`config.mk`:
```
export PLATFORM = sky130hd
export DESIGN_NAME = kbc_host_mailbox
export DESIGN_NICKNAME = d
export VERILOG_FILES = /design/src/rtl/kbc_mbox_pkg.sv /design/src/rtl/kbc_sticky_flag.sv /design/src/rtl/kbc_load_reg.sv /design/src/rtl/kbc_host_mailbox.sv
export SDC_FILE = /design/constraint.sdc
export NUM_CORES = 1
export LEC_CHECK = 0
export BUFFER_PORTS_ARGS = -buffer_cell sky130_fd_sc_hd__buf_4
export CORE_MARGIN = 1
export CORE_UTILIZATION = 35
export DETAILED_ROUTE_END_ITERATION = 8
export GPL_ROUTABILITY_DRIVEN = 0
export GPL_TIMING_DRIVEN = 0
export PLACE_DENSITY_LB_ADDON = 0.12
export SYNTH_ARGS = -nofsm -noshare
export SYNTH_HDL_FRONTEND = slang
export SYNTH_SLANG_ARGS = --single-unit
```
`constraint.sdc`:
```
create_clock -name clk -period 0.8 [get_ports clk]
set_input_delay 0.04 -clock clk [delete_from_list [all_inputs] [get_ports clk]]
set_output_delay 0.04 -clock clk [all_outputs]
set_load 0.01 [all_outputs]
```
`src/rtl/kbc_mbox_pkg.sv`:
```
package kbc_mbox_pkg;

    localparam int BYTE_W  = 8;
    localparam int OBF_BIT = 0;
    localparam int IBF_BIT = 1;
    localparam int CD_BIT  = 3;

    typedef logic [BYTE_W-1:0] byte_t;

    localparam byte_t FLAG_MASK = byte_t'((1 << OBF_BIT) | (1 << IBF_BIT) | (1 << CD_BIT));
    localparam byte_t USER_MASK = ~FLAG_MASK;

    typedef enum logic {
        PORT_DATA = 1'b0,
        PORT_CMD  = 1'b1
    } port_sel_e;

    typedef struct packed {
        logic obf;
        logic ibf;
        logic cd;
    } flags_t;

    function automatic byte_t pack_status(flags_t f, byte_t user);
        byte_t r;
        r          = user & USER_MASK;
        r[OBF_BIT] = f.obf;
        r[IBF_BIT] = f.ibf;
        r[CD_BIT]  = f.cd;
        return r;
    endfunction

endpackage

```
`src/rtl/kbc_sticky_flag.sv`:
```
module kbc_sticky_flag #(
    parameter logic RESET_VAL = 1'b0
) (
    input  logic clk,
    input  logic rst,
    input  logic set_i,
    input  logic clr_i,
    output logic q_o
);

    always_ff @(posedge clk) begin
        if (rst)
            q_o <= RESET_VAL;
        else if (set_i)
            q_o <= 1'b1;
        else if (clr_i)
            q_o <= 1'b0;
    end

    AST_SET_WINS: assert property (@(posedge clk) disable iff (rst)
        set_i |=> q_o);

    AST_CLEAR_ALONE: assert property (@(posedge clk) disable iff (rst)
        (clr_i && !set_i) |=> !q_o);

    AST_FLAG_HOLD: assert property (@(posedge clk) disable iff (rst)
        (!set_i && !clr_i) |=> $stable(q_o));

endmodule

```
`src/rtl/kbc_load_reg.sv`:
```
module kbc_load_reg #(
    parameter int          W    = 8,
    parameter logic [W-1:0] MASK = '1
) (
    input  logic         clk,
    input  logic         rst,
    input  logic         ld_i,
    input  logic [W-1:0] d_i,
    output logic [W-1:0] q_o
);

    always_ff @(posedge clk) begin
        if (rst)
            q_o <= '0;
        else if (ld_i)
            q_o <= d_i & MASK;
    end

    AST_REG_HOLD: assert property (@(posedge clk) disable iff (rst)
        !ld_i |=> $stable(q_o));

    AST_REG_LOAD: assert property (@(posedge clk) disable iff (rst)
        ld_i |=> (q_o == ($past(d_i) & MASK)));

endmodule

```
`src/rtl/kbc_host_mailbox.sv`:
```
module kbc_host_mailbox
    import kbc_mbox_pkg::*;
(
    input  logic        clk,
    input  logic        rst,
    input  logic        host_wr,
    input  logic        host_rd,
    input  logic        host_addr,
    input  logic [7:0]  host_wdata,
    output logic [7:0]  host_rdata,
    output logic        host_kbd_irq,
    input  logic        kbd_irq_en,
    input  logic        cpu_wr_data,
    input  logic        cpu_rd_data,
    input  logic        cpu_wr_status,
    input  logic [7:0]  cpu_wdata,
    output logic [7:0]  cpu_in_data,
    output logic [7:0]  cpu_status,
    output logic        cpu_ibf_irq,
    input  logic        ibf_irq_en
);

    port_sel_e host_port;
    flags_t    flags;
    byte_t     out_byte;
    byte_t     user_bits;
    logic      host_data_rd;
    logic      cd_q;

    assign host_port    = port_sel_e'(host_addr);
    assign host_data_rd = host_rd && (host_port == PORT_DATA);

    // Host-to-CPU path
    kbc_load_reg #(.W(BYTE_W)) u_in_byte (
        .clk(clk), .rst(rst), .ld_i(host_wr), .d_i(host_wdata), .q_o(cpu_in_data)
    );

    kbc_load_reg #(.W(1)) u_cd (
        .clk(clk), .rst(rst), .ld_i(host_wr), .d_i(host_addr), .q_o(cd_q)
    );

    kbc_sticky_flag u_ibf (
        .clk(clk), .rst(rst), .set_i(host_wr), .clr_i(cpu_rd_data), .q_o(flags.ibf)
    );

    // CPU-to-host path
    kbc_load_reg #(.W(BYTE_W)) u_out_byte (
        .clk(clk), .rst(rst), .ld_i(cpu_wr_data), .d_i(cpu_wdata), .q_o(out_byte)
    );

    kbc_sticky_flag u_obf (
        .clk(clk), .rst(rst), .set_i(cpu_wr_data), .clr_i(host_data_rd), .q_o(flags.obf)
    );

    // CPU-owned user bits of the status byte
    kbc_load_reg #(.W(BYTE_W), .MASK(USER_MASK)) u_user (
        .clk(clk), .rst(rst), .ld_i(cpu_wr_status), .d_i(cpu_wdata), .q_o(user_bits)
    );

    assign flags.cd = cd_q;

    always_comb begin
        cpu_status   = pack_status(flags, user_bits);
        host_rdata   = (host_port == PORT_CMD) ? cpu_status : out_byte;
        host_kbd_irq = flags.obf && kbd_irq_en;
        cpu_ibf_irq  = flags.ibf && ibf_irq_en;
    end

    AST_CD_FROM_ADDR: assert property (@(posedge clk) disable iff (rst)
        host_wr |=> (cpu_status[CD_BIT] == $past(host_addr)));

    AST_HOST_IRQ_NEEDS_OBF: assert property (@(posedge clk) disable iff (rst)
        host_kbd_irq |-> cpu_status[OBF_BIT]);

    AST_CPU_IRQ_NEEDS_IBF: assert property (@(posedge clk) disable iff (rst)
        cpu_ibf_irq |-> cpu_status[IBF_BIT]);

    AST_DATA_RD_CLEARS_OBF: assert property (@(posedge clk) disable iff (rst)
        (host_data_rd && !cpu_wr_data) |=> !cpu_status[OBF_BIT]);

    AST_STATUS_RD_NO_EFFECT: assert property (@(posedge clk) disable iff (rst)
        (host_rd && host_addr && !host_wr && !cpu_wr_data && !cpu_rd_data)
        |=> $stable(cpu_status[IBF_BIT:OBF_BIT]));

endmodule

```
==> results of run 1 <==
==> synth_stat cells <==
master and n:
a211oi_2 1, a21oi_1 1, and2_1 2, buf_4 6
buf_6 3, dfxtp_1 24, inv_1 1, mux2_4 8
mux2i_1 22, nand2b_1 1, nor2_1 23, nor2_2 1
==> kinds of logic (layout without fill, tap and decap cells) <==
logic type	count (synthesis)	after routing	synth area share, %
AOI/OAI and AO/OA	2	2	1.70
buffers and inverters	10	88	8.00
DFF	24	24	46.5
muxes	30	30	33.0
and+or+nand+nor	27	27	10.8
==> power by group through the flow <==
stage	Clock (mW)	Sequential, mW	Combinational [mW]
2_1_floorplan	0	1.35	0.264
3_3_place_gp	0	1.33	0.512
3_5_place_dp	0	1.34	0.521
4_1_cts	0.646	1.33	0.697
5_1_grt	0.696	1.34	0.763
6_report	0.619	1.33	0.710
==> layer usage <==
metal | routed length, µm | GRT usage [%] | part of all wire (%)
met5 | 0 | 0 | 0
met2 | 1300 | 31.1 | 53
met1 | 1030 | 17.4 | 42
met4 | 13 | 6.27 | 0.53
met3 | 106 | 3.23 | 4.3
==> tightest hold or removal path: stages <==
cell	delay, ns
buf_4	0.14
mux2i_1	0.08
nor2_1	0.07
==> per-stage QoR <==
| step | util [%] | hold slack [ns] | worst slack (ns) |
|---|---|---|---|
| after detailed placement | 51.2 | 0.226 | 0.0417 |
| final | 67.3 | 0.0445 | -0.290 |
| after global routing | 67.3 | 0.0353 | -0.330 |
| after global placement | 51.2 | 0.224 | 0.0561 |
| after CTS | 66.3 | 0.0423 | -0.301 |
| after floorplan | - | 0.105 | 0.159 |
==> worst paths after layout <==
kind | start | end | slack (ns) | cells after the start
setup / recovery | u_user.q_o[4] | host_rdata[4] | -0.29 | 2
hold / removal | cpu_wr_status | u_user.q_o[4] | 0.04 | 3
setup reg to reg | u_in_byte.q_o[1] | u_in_byte.q_o[1] | 0.05 | 3
hold reg to reg | u_in_byte.q_o[0] | u_in_byte.q_o[0] | 0.51 | 2
==> flip-flops by register name, indices dropped and copies added, names as in the netlist <==
register,cells
u_obf.q_o,1
u_out_byte.q_o,8
u_cd.q_o,1
u_in_byte.q_o,8
u_ibf.q_o,1
u_user.q_o,5
==> area by class of cell <==
type                    instances  share of cell area, %
repair buffers                 76                   39.8
clock buffers                   4                   1.94
multi-input cells              59                   25.3
well taps                      31                   2.07
flip-flops and latches         24                   27.1
inverters                       1                  0.201
plain buffers                   7                   3.61
==> timing repair <==
| item | CTS | global route |
|---|---|---|
| hold buffers | 20 | 0 |
| resized for setup | 53 | 6 |
| buffers inserted | 6 | 4 |
| setup endpoints to repair | 26 | 30 |
| hold endpoints to repair | 22 | 0 |
==> flow_metrics.py, run 1 <==
metrics = {
    "finish": {
        "fin_area_mm2": 0.00187,
        "final_cell_mix": "37 x buf_6, 26 x buf_4, 22 x mux2i_1, 22 x nor2_1, 21 x dfxtp_2",
        "multi_input_area_um2": 474,
        "drive_gt1_share_pct": 58.5,
        "final_cells": 202,
        "fillers": 235,
        "register_area_um2": 507,
        "nets": 198,
        "num_antenna_cells": 0,
        "layout_commonest_cell": "buf_6",
        "area_delta_synth_final_pct": 81.3,
    },
    "global_route": {
        "grt.overflow.total": 0,
        "grt_max_degree": 14,
        "antenna_found_initial": 0,
        "first_global_vias": 940,
        "grt_usage_pct": 16.3,
        "grt_pass1_wl_um": 4040,
    },
    "worst_setup_path": {
        "path_buf_inv": 1,
        "endpoint_kind": "primary output",
        "crit_type": "reg2out",
        "slowest_delay_ns": 0.36,
        "worstPathRequired_ns": 0.76,
        "cp_cell_sequence": "mux2_4 > buf_6",
        "cp_max_fo": 3,
        "slowest_stage": "dfxtp_2",
        "critical_path_arrival_ns": 1.05,
        "critPathTopFamily": "flip-flops",
        "start_kind": "register",
    },
    "synthesis": {
        "syn-mean-instance-area_um2": 11.1,
        "ys_warn_count": 0,
        "yosys.area.top_type": "dfxtp_1",
        "synth.distinct_cells": 12,
        "synth_seq_cells": 24,
        "synth.yosys.seq_area_share_pct": 46.5,
        "syn-num-nets": 119,
        "syn_inst": 93,
        "synth_top_area_share_pct": 46.5,
        "synth_area_leaders": "dfxtp_1 47%, mux2i_1 21%, mux2_4 12%",
        "synth_area_mm2": 0.00103,
    },
    "die": {
        "initial_utilization_pct": 37.1,
        "dieWidth_um": 56.3,
        "pin_count": 52,
        "die_area_mm2": 0.00317,
        "core_mm2": 0.00278,
        "die_h_um": 56.3,
        "rows": 19,
    },
    "sta": {
        "fin_crit_sh_pct": 136,
        "rsz0062_at_grt": "true",
        "timing_hold_violations_final": 0,
        "clock_skew_ns": 0,
        "layout_setup_ws_ns": -0.290,
        "fin_setup_tns_ns": -3.46,
        "relSlewSlack_pct": 89.4,
        "finalMaxSlewViolations": 0,
        "timing.fmax_ghz": 0.917,
        "setup_viol": 24,
        "period_needed_ns": 1.09,
        "max_slew.worst_pin.slew_ns": 0.154,
    },
    "placement": {
        "hpwl_um": 1630,
        "port_buffers": 47,
        "placed_area_mm2": 0.00142,
        "numPlacedInstances": 171,
    },
    "cts": {
        "clock_latency_ns": 0.30,
        "cts.sinks": 24,
        "clk_pin_slew_worst_paths_ns": 0.13,
        "cts-root-buf": "clkbuf_4",
        "cts_htree_levels": 1,
        "cts_tree": "built",
        "cts_buffers": 3,
        "clockBufferDepth": 2,
    },
    "pwr": {
        "power_frac_seq_pct": 50.1,
        "p_sw_mw": 0.634,
        "p_sw_share_pct": 23.8,
        "ir_drop_mv": 1.01,
        "power_mw": 2.66,
        "p_per_area_mw_per_mm2": 1420,
        "pwr-share-comb_pct": 26.7,
        "pwr-share-clk_pct": 23.3,
        "p_int_mw": 2.03,
        "p_leak_nw": 0.918,
    },
    "outcome": {
        "outcome": "complete, but fails checks",
        "failed_checks": "setup timing",
    },
    "detailed_routing": {
        "via_count": 919,
        "wl_per_cell_um": 12.1,
        "totalWireLength_um": 2450,
        "dr.pass1.iters": 2,
        "drt-initial-drc-count": 11,
        "via_per_inst": 4.55,
        "drc": 0,
        "ant_nets": 0,
    },
    "flow_run": {
        "maxCapViolations": 0,
    },
    "hold_path": {
        "worstHoldPathType": "in2reg",
    },
}
(Power assumes the default switching activity.)
==> run 2: changes to the inputs <==
CORE_UTILIZATION = 40   (was 35)
RECOVER_POWER = 50   (was unset)
==> flow_metrics.py, run 2 (synthesis gave the netlist of run 1 again) <==
metrics = {
    "outcome": {
        "outcome": "complete, but fails checks",
        "failed_checks": "setup timing",
    },
    "finish": {
        "final_cells": 203,
        "num_antenna_cells": 0,
        "final_cell_mix": "38 x buf_6, 22 x buf_4, 21 x mux2i_1, 21 x dfxtp_2, 20 x nor2_1",
        "drive_gt1_share_pct": 61.8,
        "nets": 200,
        "area_delta_synth_final_pct": 86.7,
        "layout_commonest_cell": "buf_6",
        "reg_top3": "u_in_byte.q_o: 8 flops, u_out_byte.q_o: 8 flops, u_user.q_o: 5 flops",
    },
    "detailed_routing": {
        "drc": 0,
        "dr.pass1.iters": 6,
        "drt-initial-drc-count": 10,
        "via_per_inst": 4.67,
        "via_count": 949,
        "wl_per_cell_um": 12.7,
        "totalWireLength_um": 2570,
        "ant_nets": 0,
    },
    "hold_path": {
        "worstHoldPathType": "in2reg",
        "worstHoldPathCells": 3,
        "min_from": "cpu_wr_data",
    },
    "worst_setup_path": {
        "reg2reg_depth": 4,
        "start_kind": "register",
        "critPathLaunch": "u_ibf.q_o",
        "crit_type": "reg2out",
        "timing.rr.start": "u_obf.q_o",
        "endpoint_kind": "primary output",
        "worstPathRequired_ns": 0.76,
        "cp_max_fo": 4,
        "critical_path_arrival_ns": 1.08,
    },
    "sta": {
        "period_needed_ns": 1.12,
        "fin_crit_sh_pct": 139,
        "layout_setup_ws_ns": -0.315,
        "clock_skew_ns": 0,
        "rsz0062_at_grt": "true",
        "finalMaxSlewViolations": 0,
        "timing.fmax_ghz": 0.897,
        "fin_setup_tns_ns": -4.33,
        "timing_hold_violations_final": 0,
        "max_slew.worst_pin.slew_ns": 0.179,
        "setup_viol": 37,
        "relSlewSlack_pct": 87.7,
    },
    "cts": {
        "clk_pin_slew_worst_paths_ns": 0.14,
        "clockBufferDepth": 2,
        "clock_latency_ns": 0.32,
        "cts.sinks": 24,
        "cts-root-buf": "clkbuf_4",
        "cts_buffers": 3,
        "cts_tree": "built",
        "cts_htree_levels": 1,
    },
    "die": {
        "pin_count": 52,
        "initial_utilization_pct": 42.0,
        "die_area_mm2": 0.00279,
        "core_mm2": 0.00245,
        "rows": 18,
        "die_h_um": 52.8,
        "dieWidth_um": 52.8,
    },
    "global_route": {
        "grt.overflow.total": 0,
        "grt_pass1_wl_um": 3940,
        "grt_usage_pct": 19.6,
        "grt_max_degree": 15,
        "first_global_vias": 906,
        "antenna_found_initial": 0,
    },
    "pwr": {
        "p_per_area_mw_per_mm2": 1530,
        "ir_drop_mv": 1.57,
        "p_leak_nw": 0.943,
    },
    "placement": {
        "numPlacedInstances": 170,
        "port_buffers": 47,
        "hpwl_um": 1480,
    },
    "flow_run": {
        "maxCapViolations": 0,
    },
}
-- run 2: cell type report --
class / instances / area [µm²]
Timing Repair Buffer: 78 / 761
Fill cell: 167 / 528
Sequential cell: 24 / 510
Multi-Input combinational cell: 59 / 494
Buffer: 7 / 67.6
Tap cell: 30 / 37.5
Clock inverter: 1 / 30.0
Clock buffer: 3 / 22.5
Inverter: 1 / 3.75
-- run 2: critical path, cell delays in order, from the launching register on --
cell and delay, ns:
dfxtp_2 0.37, mux2_4 0.26, buf_6 0.12
-- run 2: path summary, 6_finish.rpt --
check                            to  slack (ns)
setup / recovery      host_rdata[1]       -0.32
hold / removal    u_out_byte.q_o[1]        0.05
setup reg to reg          u_obf.q_o       -0.04
hold reg to reg   u_out_byte.q_o[2]        0.50
-- run 2: what timing repair did --
action                     4_1_cts  5_1_grt
hold endpoints to repair        23        0
resized for setup               57       13
setup buffers                    5        7
gates cloned                     0        1
pin swaps                        0        2
hold buffers                    20        0
setup endpoints to repair       26       35
-- run 2: where the power goes --
part	total, mW	leakage [nW]	internal [mW]	switching [mW]
clock network	0.885	0.0279	0.507	0.379
registers	1.33	0.206	1.28	0.0463
logic	0.746	0.709	0.486	0.260
total	2.96	0.943	2.27	0.685
-- run 2: metrics by stage --
| step | cell area, µm² | setup slack, ns | power, mW | hold slack, ns | utilization (%) |
|---|---|---|---|---|---|
| after global routing | 1930 | -0.345 | 3.08 | 0.0567 | 78.5 |
| after global placement | 1420 | 0.0575 | 1.85 | 0.223 | 58.0 |
| final | 1930 | -0.315 | 2.96 | 0.0468 | 78.5 |
| after floorplan | 1030 | 0.159 | 1.61 | 0.105 | - |
| after detailed placement | 1420 | 0.0454 | 1.86 | 0.222 | 58.0 |
| after CTS | 1860 | -0.307 | 2.92 | 0.0341 | 75.8 |
-- run 2: routing by layer --
metal  track usage (%)  share of wire (%)  vias up  wire [µm]
met1              21.8                 39      449       1010
met2              36.5                 54       32       1380
met4              5.26               0.74        0         19
li1                  -                  -      466          -
met3              4.64                6.2        2        159
met5                 0                  0        -          0
==> run 3: changes to the inputs <==
ABC_AREA = 1   (was unset)
CORE_MARGIN = unset   (was 1)
==> flow_metrics.py, run 3 <==
metrics = {
    "worst_setup_path": {
        "rr_endpoint": "u_obf.q_o",
        "critical_path_arrival_ns": 1.00,
        "crit_end": "host_rdata[7]",
        "crit_type": "reg2out",
        "cp_max_fo": 2,
        "rrSetupSlack_ns": 0.01,
        "timing.rr.start": "u_obf.q_o",
        "worstPathRequired_ns": 0.76,
        "critPathLaunch": "u_out_byte.q_o[7]",
        "start_kind": "register",
        "reg2reg_depth": 4,
        "endpoint_kind": "primary output",
    },
    "synthesis": {
        "ys_warn_count": 0,
        "synth_area_um2": 987,
        "synth_top_family_by_area": "simple AND/OR/NAND/NOR gates",
        "synth.yosys.seq_area_share_pct": 48.7,
        "synth_adder_area_share_pct": 0,
        "synth_area_leaders": "dfxtp_1 49%, nand2_1 21%, a21oi_1 12%",
        "yosys.area.top_type": "dfxtp_1",
        "synth_edf_count": 0,
        "async_reset_ff_share_pct": 0,
        "synth-simple-area-share_pct": 22.7,
        "synth_seq_cells": 24,
        "synth_mux_area_share_pct": 0,
        "synth.distinct_cells": 11,
        "syn-num-nets": 163,
        "synth_flop_cell": "dfxtp_1",
        "synth_most_common_cell": "nand2_1",
        "syn-mean-instance-area_um2": 7.21,
        "synth_common_cells": "56 x nand2_1, 24 x dfxtp_1, 23 x a21oi_1",
        "synth_compound_area_share_pct": 15.7,
        "syn_inst": 137,
        "synth_top_area_share_pct": 48.7,
        "synth-xor-area-share_pct": 0,
    },
    "pwr": {
        "power_frac_seq_pct": 45.1,
        "pwr-share-clk_pct": 31.1,
        "p_sw_mw": 0.747,
        "p_int_mw": 2.20,
        "ir_drop_mv": 1.33,
        "p_per_area_mw_per_mm2": 1510,
        "p_sw_share_pct": 25.4,
        "p_leak_nw": 0.921,
        "pwr-share-comb_pct": 23.7,
    },
    "cts": {
        "clockBufferDepth": 2,
        "cts.sinks": 24,
        "clk_pin_slew_worst_paths_ns": 0.15,
        "cts-root-buf": "clkbuf_4",
        "cts_buffers": 3,
        "cts_tree": "built",
        "clock_latency_ns": 0.33,
        "cts_htree_levels": 1,
    },
    "outcome": {
        "outcome": "complete, but fails checks",
        "failed_checks": "hold timing, setup timing",
    },
    "global_route": {
        "first_global_vias": 1030,
        "grt.overflow.total": 0,
        "grt_usage_pct": 22.5,
        "antenna_found_initial": 0,
        "grt_max_degree": 15,
        "grt_pass1_wl_um": 4470,
    },
    "sta": {
        "fin_crit_sh_pct": 130,
        "timing_hold_violations_final": 2,
        "holdWs_ns": -0.00688,
        "rsz0062_at_grt": "true",
        "finalMaxSlewViolations": 0,
        "relSlewSlack_pct": 77.0,
        "timing.fmax_ghz": 0.960,
        "setup_viol": 34,
        "layout_setup_ws_ns": -0.242,
        "clock_skew_ns": 0,
        "max_slew.worst_pin.slew_ns": 0.346,
        "period_needed_ns": 1.04,
        "fin_setup_tns_ns": -3.81,
    },
    "die": {
        "die_area_mm2": 0.00267,
        "initial_utilization_pct": 43.4,
        "die_h_um": 51.7,
        "rows": 17,
        "core_mm2": 0.00228,
        "dieWidth_um": 51.7,
        "pin_count": 52,
    },
    "finish": {
        "reg_top3": "u_in_byte.q_o: 8 flops, u_out_byte.q_o: 8 flops, u_user.q_o: 5 flops",
        "final_cell_mix": "54 x nand2_1, 37 x buf_4, 29 x buf_6, 23 x a21oi_1, 23 x dlygate4sd3_1",
        "num_antenna_cells": 0,
        "final_util_pct": 85.4,
        "nets": 255,
        "drive_gt1_share_pct": 48.7,
        "layout_commonest_cell": "nand2_1",
        "area_delta_synth_final_pct": 96.8,
    },
    "detailed_routing": {
        "wl_per_cell_um": 13.5,
        "drt-initial-drc-count": 24,
        "totalWireLength_um": 3450,
        "via_count": 1214,
        "via_per_inst": 4.74,
        "drc": 0,
        "ant_nets": 0,
        "dr.pass1.iters": 4,
    },
    "flow_run": {
        "maxCapViolations": 0,
    },
    "placement": {
        "hpwl_um": 1760,
        "port_buffers": 49,
    },
    "hold_path": {
        "worstHoldPathType": "in2reg",
    },
}
==> run 3: power by group through the flow <==
stage          clock, mW  sequential, mW  combinational [mW]
2_1_floorplan          0            1.34               0.198
3_3_place_gp           0            1.33               0.454
3_5_place_dp           0            1.33               0.463
4_1_cts            0.892            1.32               0.600
5_1_grt            0.977            1.34               0.749
6_report           0.915            1.33               0.699
==> run 3: worst min path at each step <==
| stage | cells after the start | endpoint | slack [ns] | from |
|---|---|---|---|---|
| final | 4 | u_in_byte.q_o[5] | -0.007 | host_wr |
| after global placement | 2 | u_in_byte.q_o[1] | 0.24 | rst |
| after CTS | 3 | u_cd.q_o | 0.004 | host_addr |
| after global routing | 4 | u_in_byte.q_o[7] | 0.0006 | host_wr |
| after detailed placement | 2 | u_in_byte.q_o[2] | 0.25 | rst |
| after floorplan | 1 | u_in_byte.q_o[0] | 0.11 | rst |
==> run 3: layout make-up <==
type                    instances  area, µm²
plain buffers                   8       77.6
fillers                       133        333
multi-input cells              90        398
repair buffers                 86        796
inverters                      15       61.3
well taps                      28       35.0
clock buffers                   3       22.5
repair inverters                1       7.51
flip-flops and latches         24        515
clock inverters                 1       30.0
==> run 3: routing by layer <==
metal,GRT usage [%],share of wire (%),vias up
li1,-,-,603
met1,27.3,41,565
met2,40.0,54,40
met3,2.92,3.6,6
met4,8.11,1.2,0
met5,0,0,-
==> run 3: through the flow <==
step / hold slack (ns) / area (µm²) / cells / setup WS (ns) / total power [mW]
after floorplan: 0.109 / 987 / 137 / 0.132 / 1.54
after global placement: 0.244 / 1390 / 214 / 0.0846 / 1.78
after global routing: 0.000613 / 1940 / 256 / -0.287 / 3.06
final: -0.00688 / 1940 / 256 / -0.242 / 2.94
after CTS: 0.00387 / 1790 / 244 / -0.220 / 2.82
after detailed placement: 0.248 / 1390 / 214 / 0.0597 / 1.79
==> run 3: cell families (layout without fill, tap and decap cells) <==
| group | after synthesis | in the layout |
|---|---|---|
| flops | 24 | 24 |
| compound gates | 31 | 31 |
| simple gates | 59 | 59 |
| buf+inv | 23 | 114 |
==> run 3: worst max-delay path, stage by stage (launching register included) <==
cell	delay, ns
dfxtp_2	0.36
inv_2	0.03
o21ai_1	0.14
buf_4	0.15
==> run 3: what timing repair did <==
action / in CTS / in global routing
gates resized for setup: 48 / 25
hold buffers: 24 / 3
gates cloned: 0 / 1
pin swaps: 4 / 0
endpoints found under the setup margin: 26 / 43
setup buffers: 2 / 10
endpoints found under the hold margin: 23 / 10
